## config.mk

```make
export PLATFORM = sky130hd
export DESIGN_NAME = adpcm_nibble_decoder
export DESIGN_NICKNAME = d
export VERILOG_FILES = /design/src/rtl/adpcm_pkg.sv /design/src/rtl/adpcm_delta_unit.sv /design/src/rtl/adpcm_control.sv /design/src/rtl/adpcm_datapath.sv /design/src/rtl/adpcm_nibble_decoder.sv
export SDC_FILE = /design/constraint.sdc
export NUM_CORES = 1
export LEC_CHECK = 0
export ABC_CLOCK_PERIOD_IN_PS = 9800
export BUFFER_PORTS_ARGS = -buffer_cell sky130_fd_sc_hd__buf_2
export CAP_MARGIN = 20
export CORE_ASPECT_RATIO = 0.7
export CORE_MARGIN = 4
export CORE_UTILIZATION = 30
export CTS_BUF_LIST = sky130_fd_sc_hd__clkbuf_16
export CTS_CLUSTER_SIZE = 20
export DETAILED_ROUTE_END_ITERATION = 10
export HOLD_SLACK_MARGIN = 0.15
export PLACE_DENSITY = 0.45
export RECOVER_POWER = 25
export SYNTH_ARGS = -nofsm -noshare
export SYNTH_HDL_FRONTEND = slang
export SYNTH_HIERARCHICAL = 1
export SYNTH_SLANG_ARGS = --single-unit
```

## constraint.sdc

```tcl
create_clock -name clk -period 9.8 [get_ports clk]
set_clock_uncertainty 0.2 [all_clocks]
set_input_delay 2.94 -clock clk [delete_from_list [all_inputs] [get_ports clk]]
set_output_delay 2.94 -clock clk [all_outputs]
set_load 0.02 [all_outputs]
```

## src/rtl/adpcm_pkg.sv

```systemverilog
package adpcm_pkg;

  // Code layout: bit 3 is sign, bits 2:0 magnitude
  localparam int CODE_W   = 4;
  localparam int MAG_W    = CODE_W - 1;
  localparam int STEP_W   = 11;
  localparam int STEP_CNT = 49;
  localparam int IDX_W    = $clog2(STEP_CNT);
  localparam int ADJ_W    = 5;

  typedef struct packed {
    logic load;   // decode the presented code
    logic wipe;   // return to starting state
  } ctrl_strobes_t;

  // Step size for a given table position
  function automatic logic [STEP_W-1:0] stepSize(input logic [IDX_W-1:0] idx);
    case (idx)
      6'd0:  stepSize = 11'd16;   6'd1:  stepSize = 11'd17;
      6'd2:  stepSize = 11'd19;   6'd3:  stepSize = 11'd21;
      6'd4:  stepSize = 11'd23;   6'd5:  stepSize = 11'd25;
      6'd6:  stepSize = 11'd28;   6'd7:  stepSize = 11'd31;
      6'd8:  stepSize = 11'd34;   6'd9:  stepSize = 11'd37;
      6'd10: stepSize = 11'd41;   6'd11: stepSize = 11'd45;
      6'd12: stepSize = 11'd50;   6'd13: stepSize = 11'd55;
      6'd14: stepSize = 11'd60;   6'd15: stepSize = 11'd66;
      6'd16: stepSize = 11'd73;   6'd17: stepSize = 11'd80;
      6'd18: stepSize = 11'd88;   6'd19: stepSize = 11'd97;
      6'd20: stepSize = 11'd107;  6'd21: stepSize = 11'd118;
      6'd22: stepSize = 11'd130;  6'd23: stepSize = 11'd143;
      6'd24: stepSize = 11'd157;  6'd25: stepSize = 11'd173;
      6'd26: stepSize = 11'd190;  6'd27: stepSize = 11'd209;
      6'd28: stepSize = 11'd230;  6'd29: stepSize = 11'd253;
      6'd30: stepSize = 11'd279;  6'd31: stepSize = 11'd307;
      6'd32: stepSize = 11'd337;  6'd33: stepSize = 11'd371;
      6'd34: stepSize = 11'd408;  6'd35: stepSize = 11'd449;
      6'd36: stepSize = 11'd494;  6'd37: stepSize = 11'd544;
      6'd38: stepSize = 11'd598;  6'd39: stepSize = 11'd658;
      6'd40: stepSize = 11'd724;  6'd41: stepSize = 11'd796;
      6'd42: stepSize = 11'd876;  6'd43: stepSize = 11'd963;
      6'd44: stepSize = 11'd1060; 6'd45: stepSize = 11'd1166;
      6'd46: stepSize = 11'd1282; 6'd47: stepSize = 11'd1411;
      6'd48: stepSize = 11'd1552;
      default: stepSize = 11'd1552;
    endcase
  endfunction

  // Index movement for a code magnitude
  function automatic logic signed [ADJ_W-1:0] indexMove(input logic [MAG_W-1:0] mag);
    case (mag)
      3'd4:    indexMove = 5'sd2;
      3'd5:    indexMove = 5'sd5;
      3'd6:    indexMove = 5'sd7;
      3'd7:    indexMove = 5'sd9;
      default: indexMove = -5'sd1;
    endcase
  endfunction

endpackage

```

## src/rtl/adpcm_delta_unit.sv

```systemverilog
module adpcm_delta_unit
  import adpcm_pkg::*;
#(
  parameter int FRAC_SHIFT = 3,
  parameter int DELTA_W    = STEP_W + MAG_W + 1 - FRAC_SHIFT + 1
) (
  input  logic [STEP_W-1:0]         step,
  input  logic [CODE_W-1:0]         code,
  output logic signed [DELTA_W-1:0] delta
);
  localparam int ODD_W  = MAG_W + 1;
  localparam int PROD_W = STEP_W + ODD_W;

  logic [ODD_W-1:0]  oddFactor;
  logic [PROD_W-1:0] partial [ODD_W];
  logic [PROD_W-1:0] product;
  logic [DELTA_W-1:0] magnitude;

  assign oddFactor = {code[MAG_W-1:0], 1'b1};

  // shift-and-add constant multiplier
  for (genvar i = 0; i < ODD_W; i++) begin : g_part
    assign partial[i] = oddFactor[i] ? (PROD_W'(step) << i) : '0;
  end

  always_comb begin
    product = '0;
    for (int i = 0; i < ODD_W; i++) product = product + partial[i];
  end

  assign magnitude = DELTA_W'(product >> FRAC_SHIFT);
  assign delta     = code[CODE_W-1] ? -$signed(magnitude) : $signed(magnitude);

endmodule

```

## src/rtl/adpcm_control.sv

```systemverilog
module adpcm_control
  import adpcm_pkg::*;
(
  input  logic          clk,
  input  logic          rst_n,
  input  logic          clear,
  input  logic          codeValid,
  output ctrl_strobes_t strobes,
  output logic          sampleValid
);
  always_comb begin
    strobes.wipe = clear;
    strobes.load = codeValid & ~clear;
  end

  always_ff @(posedge clk or negedge rst_n) begin
    if (!rst_n) sampleValid <= 1'b0;
    else        sampleValid <= strobes.load;
  end
endmodule

```

## src/rtl/adpcm_datapath.sv

```systemverilog
module adpcm_datapath
  import adpcm_pkg::*;
#(
  parameter int ACC_W     = 12,
  parameter int OUT_W     = 8,
  parameter int OUT_SHIFT = 8
) (
  input  logic              clk,
  input  logic              rst_n,
  input  ctrl_strobes_t     strobes,
  input  logic [CODE_W-1:0] code,
  output logic [OUT_W-1:0]  sample
);
  localparam int STATE_W = ACC_W + 1;
  localparam int SUM_W   = ACC_W + 2;
  localparam int DELTA_W = STEP_W + MAG_W + 1 - 3 + 1;
  localparam int ISUM_W  = IDX_W + 2;
  localparam logic [IDX_W-1:0] LAST_IDX = IDX_W'(STEP_CNT - 1);

  logic signed [STATE_W-1:0] accQ, accNext;
  logic [IDX_W-1:0]          idxQ, idxNext;
  logic signed [DELTA_W-1:0] delta;
  logic signed [SUM_W-1:0]   sum;
  logic signed [ISUM_W-1:0]  idxSum;
  logic [STEP_W-1:0]         step;

  assign step = stepSize(idxQ);

  adpcm_delta_unit #(.FRAC_SHIFT(3), .DELTA_W(DELTA_W)) u_delta (
    .step (step),
    .code (code),
    .delta(delta)
  );

  // fold: non-negative small sums kept, others forced negative
  always_comb begin
    sum = SUM_W'(accQ) + SUM_W'(delta);
    if (sum[SUM_W-1:ACC_W-1] == '0) accNext = {1'b0, sum[ACC_W-1:0]};
    else                            accNext = {1'b1, sum[ACC_W-1:0]};
  end

  always_comb begin
    idxSum = $signed({2'b00, idxQ}) + ISUM_W'(indexMove(code[MAG_W-1:0]));
    if (idxSum < 0)                               idxNext = '0;
    else if (idxSum > $signed({2'b00, LAST_IDX})) idxNext = LAST_IDX;
    else                                          idxNext = idxSum[IDX_W-1:0];
  end

  always_ff @(posedge clk or negedge rst_n) begin
    if (!rst_n) begin
      accQ   <= '0;
      idxQ   <= '0;
      sample <= '0;
    end else if (strobes.wipe) begin
      accQ   <= '0;
      idxQ   <= '0;
      sample <= '0;
    end else if (strobes.load) begin
      accQ   <= accNext;
      idxQ   <= idxNext;
      sample <= OUT_W'(accNext >>> OUT_SHIFT);
    end
  end
endmodule

```

## src/rtl/adpcm_nibble_decoder.sv

```systemverilog
module adpcm_nibble_decoder
  import adpcm_pkg::*;
#(
  parameter int ACC_W     = 12,
  parameter int OUT_W     = 8,
  parameter int OUT_SHIFT = 8
) (
  input  logic              clk,
  input  logic              rst_n,
  input  logic              clear,
  input  logic              codeValid,
  input  logic [CODE_W-1:0] code,
  output logic              sampleValid,
  output logic [OUT_W-1:0]  sample
);
  ctrl_strobes_t strobes;

  adpcm_control u_ctrl (
    .clk        (clk),
    .rst_n      (rst_n),
    .clear      (clear),
    .codeValid  (codeValid),
    .strobes    (strobes),
    .sampleValid(sampleValid)
  );

  adpcm_datapath #(.ACC_W(ACC_W), .OUT_W(OUT_W), .OUT_SHIFT(OUT_SHIFT)) u_dp (
    .clk    (clk),
    .rst_n  (rst_n),
    .strobes(strobes),
    .code   (code),
    .sample (sample)
  );
endmodule

```

==> impl_metrics.json <==
{
  "grt_pass1_wl_um": 17300,
  "synthTopCellsByArea": "ha_1 14%, dfrtp_1 13%, fa_1 6.6%",
  "setup_violations": 0,
  "synth.distinct_cells": 68,
  "required_ns": 9.80,
  "synth_common_cells": "45 x ha_1, 43 x a21oi_1, 43 x o21ai_0, 42 x nor2_1, 37 x nand2_1",
  "synth.cell_area_mm2": 0.00395,
  "r2r_end": "u_dp/sample[6]",
  "period_needed_ns": 8.83,
  "crit_path_start_kind": "input pin",
  "rsz0062_at_grt": "no",
  "area_growth_pct": 6.36,
  "port_buffers": 16,
  "grt_pass1_vias": 3334,
  "cts_tree": "built",
  "core_mm2": 0.0126,
  "cts_max_path_buffers": 2,
  "r2r-start": "u_dp/idxQ[1]",
  "synth_most_common_cell": "ha_1",
  "synth.top_cell.area_share_pct": 14.2,
  "outcome": "completed",
  "reg2regPathDepth": 31,
  "num_vias": 3649,
  "synth_ff_type": "dfrtp_1",
  "n_antenna_cell": 0,
  "finalCritPeriodShare_pct": 90.1,
  "pwr-share-seq_pct": 15.8,
  "first_iter_violations": 187,
  "clk_pin_slew_ns": 0.06,
  "antenna_found_initial": 0,
  "cts_setup_buffers": 0,
  "grtUsageTotal_pct": 13.4,
  "post-dp-hpwl_um": 8290,
  "leakage_nw": 1.82,
  "path_max_fanout": 13,
  "slew_headroom_pct": 22.9,
  "max_freq_mhz": 113,
  "wire_per_inst_um": 15.4,
  "nNetsFinal": 571,
  "crit_path_end_kind": "flip-flop",
  "fp.dieH_um": 104,
  "grt_max_degree": 36,
  "cts_htree_levels": 1,
  "worstSetupPathType": "in2reg",
  "seq_area_frac_synth_pct": 12.7,
  "ctsHoldBuffers": 0,
  "ant_nets": 0,
  "routed_wl_um": 10200,
  "clock-sinks": 20,
  "num_rows": 34,
  "drc_errors": 0,
  "yosys_warnings": 6,
  "die_width_um": 145,
  "p_sw_w": 0.000355,
  "root_buffer": "clkbuf_16",
  "power_density_mw_per_mm2": 177,
  "maxCapViolations": 0,
  "netSwitchingFraction_pct": 47.7,
  "worst_pin_slew_ns": 1.16,
  "via_per_inst": 5.48,
  "slew_viol_final": 0,
  "start_util_pct": 31.3,
  "setup_tns_ns": 0,
  "reg2reg_slack_ns": 1.54,
  "synth_area_per_cell_um2": 7.70,
  "holdPathEnd": "u_dp/accQ[7]",
  "cts_made_buffers": 3,
  "drt-pass1-iter-count": 6,
  "layout-drive-gt1-share_pct": 7.74,
  "whs_path_depth": 1,
  "ys_ff_latch": 20,
  "hp-start": "u_dp/accQ[7]",
  "crit_arrival_ns": 8.82,
  "clkPwrFrac_pct": 15.4,
  "synth_edf_count": 0,
  "design_power_total_w": 0.000746,
  "hold_slack_ns": 0.299,
  "hold_violations": 0,
  "syn-num-nets": 579,
  "post_cts_resized": 0,
  "synthCells": 513,
  "combPwrFrac_pct": 68.8,
  "ir_drop_mv": 0.0820,
  "synth_area_leader_cell": "ha_1",
  "globalplace.congestion": 0.820,
  "fillers": 1357,
  "ioPinCount": 17,
  "intPower_w": 0.000390,
  "async_flop_share_pct": 100,
  "clk_latency_ns": 0.26,
  "grt-ovfl-total": 0,
  "hold_path_class": "reg2reg",
  "dieArea_mm2": 0.0151
}
==> routing by layer <==
| layer | share of wire (%) | global-route usage [%] | up-vias |
|---|---|---|---|
| li1 | - | - | 1850 |
| met1 | 57 | 22.8 | 1740 |
| met2 | 39 | 18.1 | 57 |
| met3 | 2.9 | 1.35 | 2 |
| met4 | 0.35 | 1.56 | 0 |
| met5 | 0 | 0 | - |
==> power by group through the flow <==
stage / clock (W) / sequential (W) / combinational [W]
after floorplan: 0 / 0.000110 / 0.000427
after global routing: 0.000121 / 0.000122 / 0.000580
after global placement: 0 / 0.000120 / 0.000510
final: 0.000115 / 0.000118 / 0.000513
after detailed placement: 0 / 0.000120 / 0.000511
after CTS: 0.000118 / 0.000118 / 0.000513
==> worst max path at each step <==
stage	to	startpoint	cells after the start	slack, ns
after floorplan	u_dp/sample[6]	code[1]	25	1.20
after global placement	u_dp/sample[6]	code[1]	25	0.81
after detailed placement	u_dp/sample[6]	code[1]	25	0.73
after CTS	u_dp/sample[6]	code[1]	25	0.98
after global routing	u_dp/sample[6]	code[1]	25	0.56
final	u_dp/sample[6]	code[1]	25	0.97
==> placed cells by master (no fill, tap or decap), types with 6 or more instances in the layout <==
cell and instances:
a211oi_1 6, a21o_1 11, a21oi_1 43, a31oi_1 7, and2_1 30, buf_2 15, dfrtp_1 20, fa_1 13
ha_1 45, inv_1 23, mux2i_1 7, nand2_1 37, nand2b_1 8, nand3_1 12, nor2_1 42, o211ai_1 7
o21ai_0 43, o22ai_1 7, xnor2_1 24, xor2_1 11
==> logic make-up (layout without fill, tap and decap cells) <==
group / Yosys count / in the layout / synth area share, %
multiplexers: 7 / 7 / 1.77
XOR/XNOR: 35 / 35 / 7.76
AO/OA/AOI/OAI: 169 / 169 / 28.5
AND/OR/NAND/NOR: 169 / 169 / 22.4
flip-flops: 20 / 20 / 12.7
buffers and inverters: 55 / 46 / 6.08
adder cells (fa/ha/maj): 58 / 58 / 20.8
==> worst max-delay path, cell delays in order <==
cell,delay [ns]
buf_2,0.20
nand2_1,0.10
fa_1,0.51
and4b_1,0.22
fa_1,0.41
a21o_1,0.20
a21oi_1,0.23
o21bai_1,0.10
a21oi_1,0.23
xnor2_1,0.10
ha_1,0.39
and3_2,0.22
a22o_1,0.19
or3_4,0.34
a2111oi_4,0.42
nand3_2,0.14
o21ai_0,0.23
xor2_1,0.14
ha_1,0.42
nand2_1,0.11
nor3_1,0.18
a21bo_2,0.26
a31o_2,0.23
a21oi_1,0.17
a221o_1,0.13
==> state kept, by name (all words and copies together), names as in the netlist <==
signal,cells
u_dp/accQ,8
u_dp/idxQ,6
u_dp/sample,5
u_ctrl/sampleValid,1
==> final cells by class <==
type,instances,area (um2),share of cell area (%)
inverter,24,90.1,2.14
timing repair buffer,18,93.8,2.23
tap,162,203,4.82
clock inverter,1,30.0,0.714
multi-input combinational,438,3210,76.4
sequential,20,500,11.9
clock buffer,3,75.1,1.79
==> through the flow <==
step	setup WS [ns]	cell area, um2	util, %	instances
finish	0.973	4200	33.3	666
global route	0.555	4200	33.3	666
CTS	0.977	4200	33.3	666
detailed placement	0.726	4100	32.4	662
global placement	0.810	4100	32.4	662
floorplan	1.20	3950	-	513
Power figures use the tool's default switching activity.
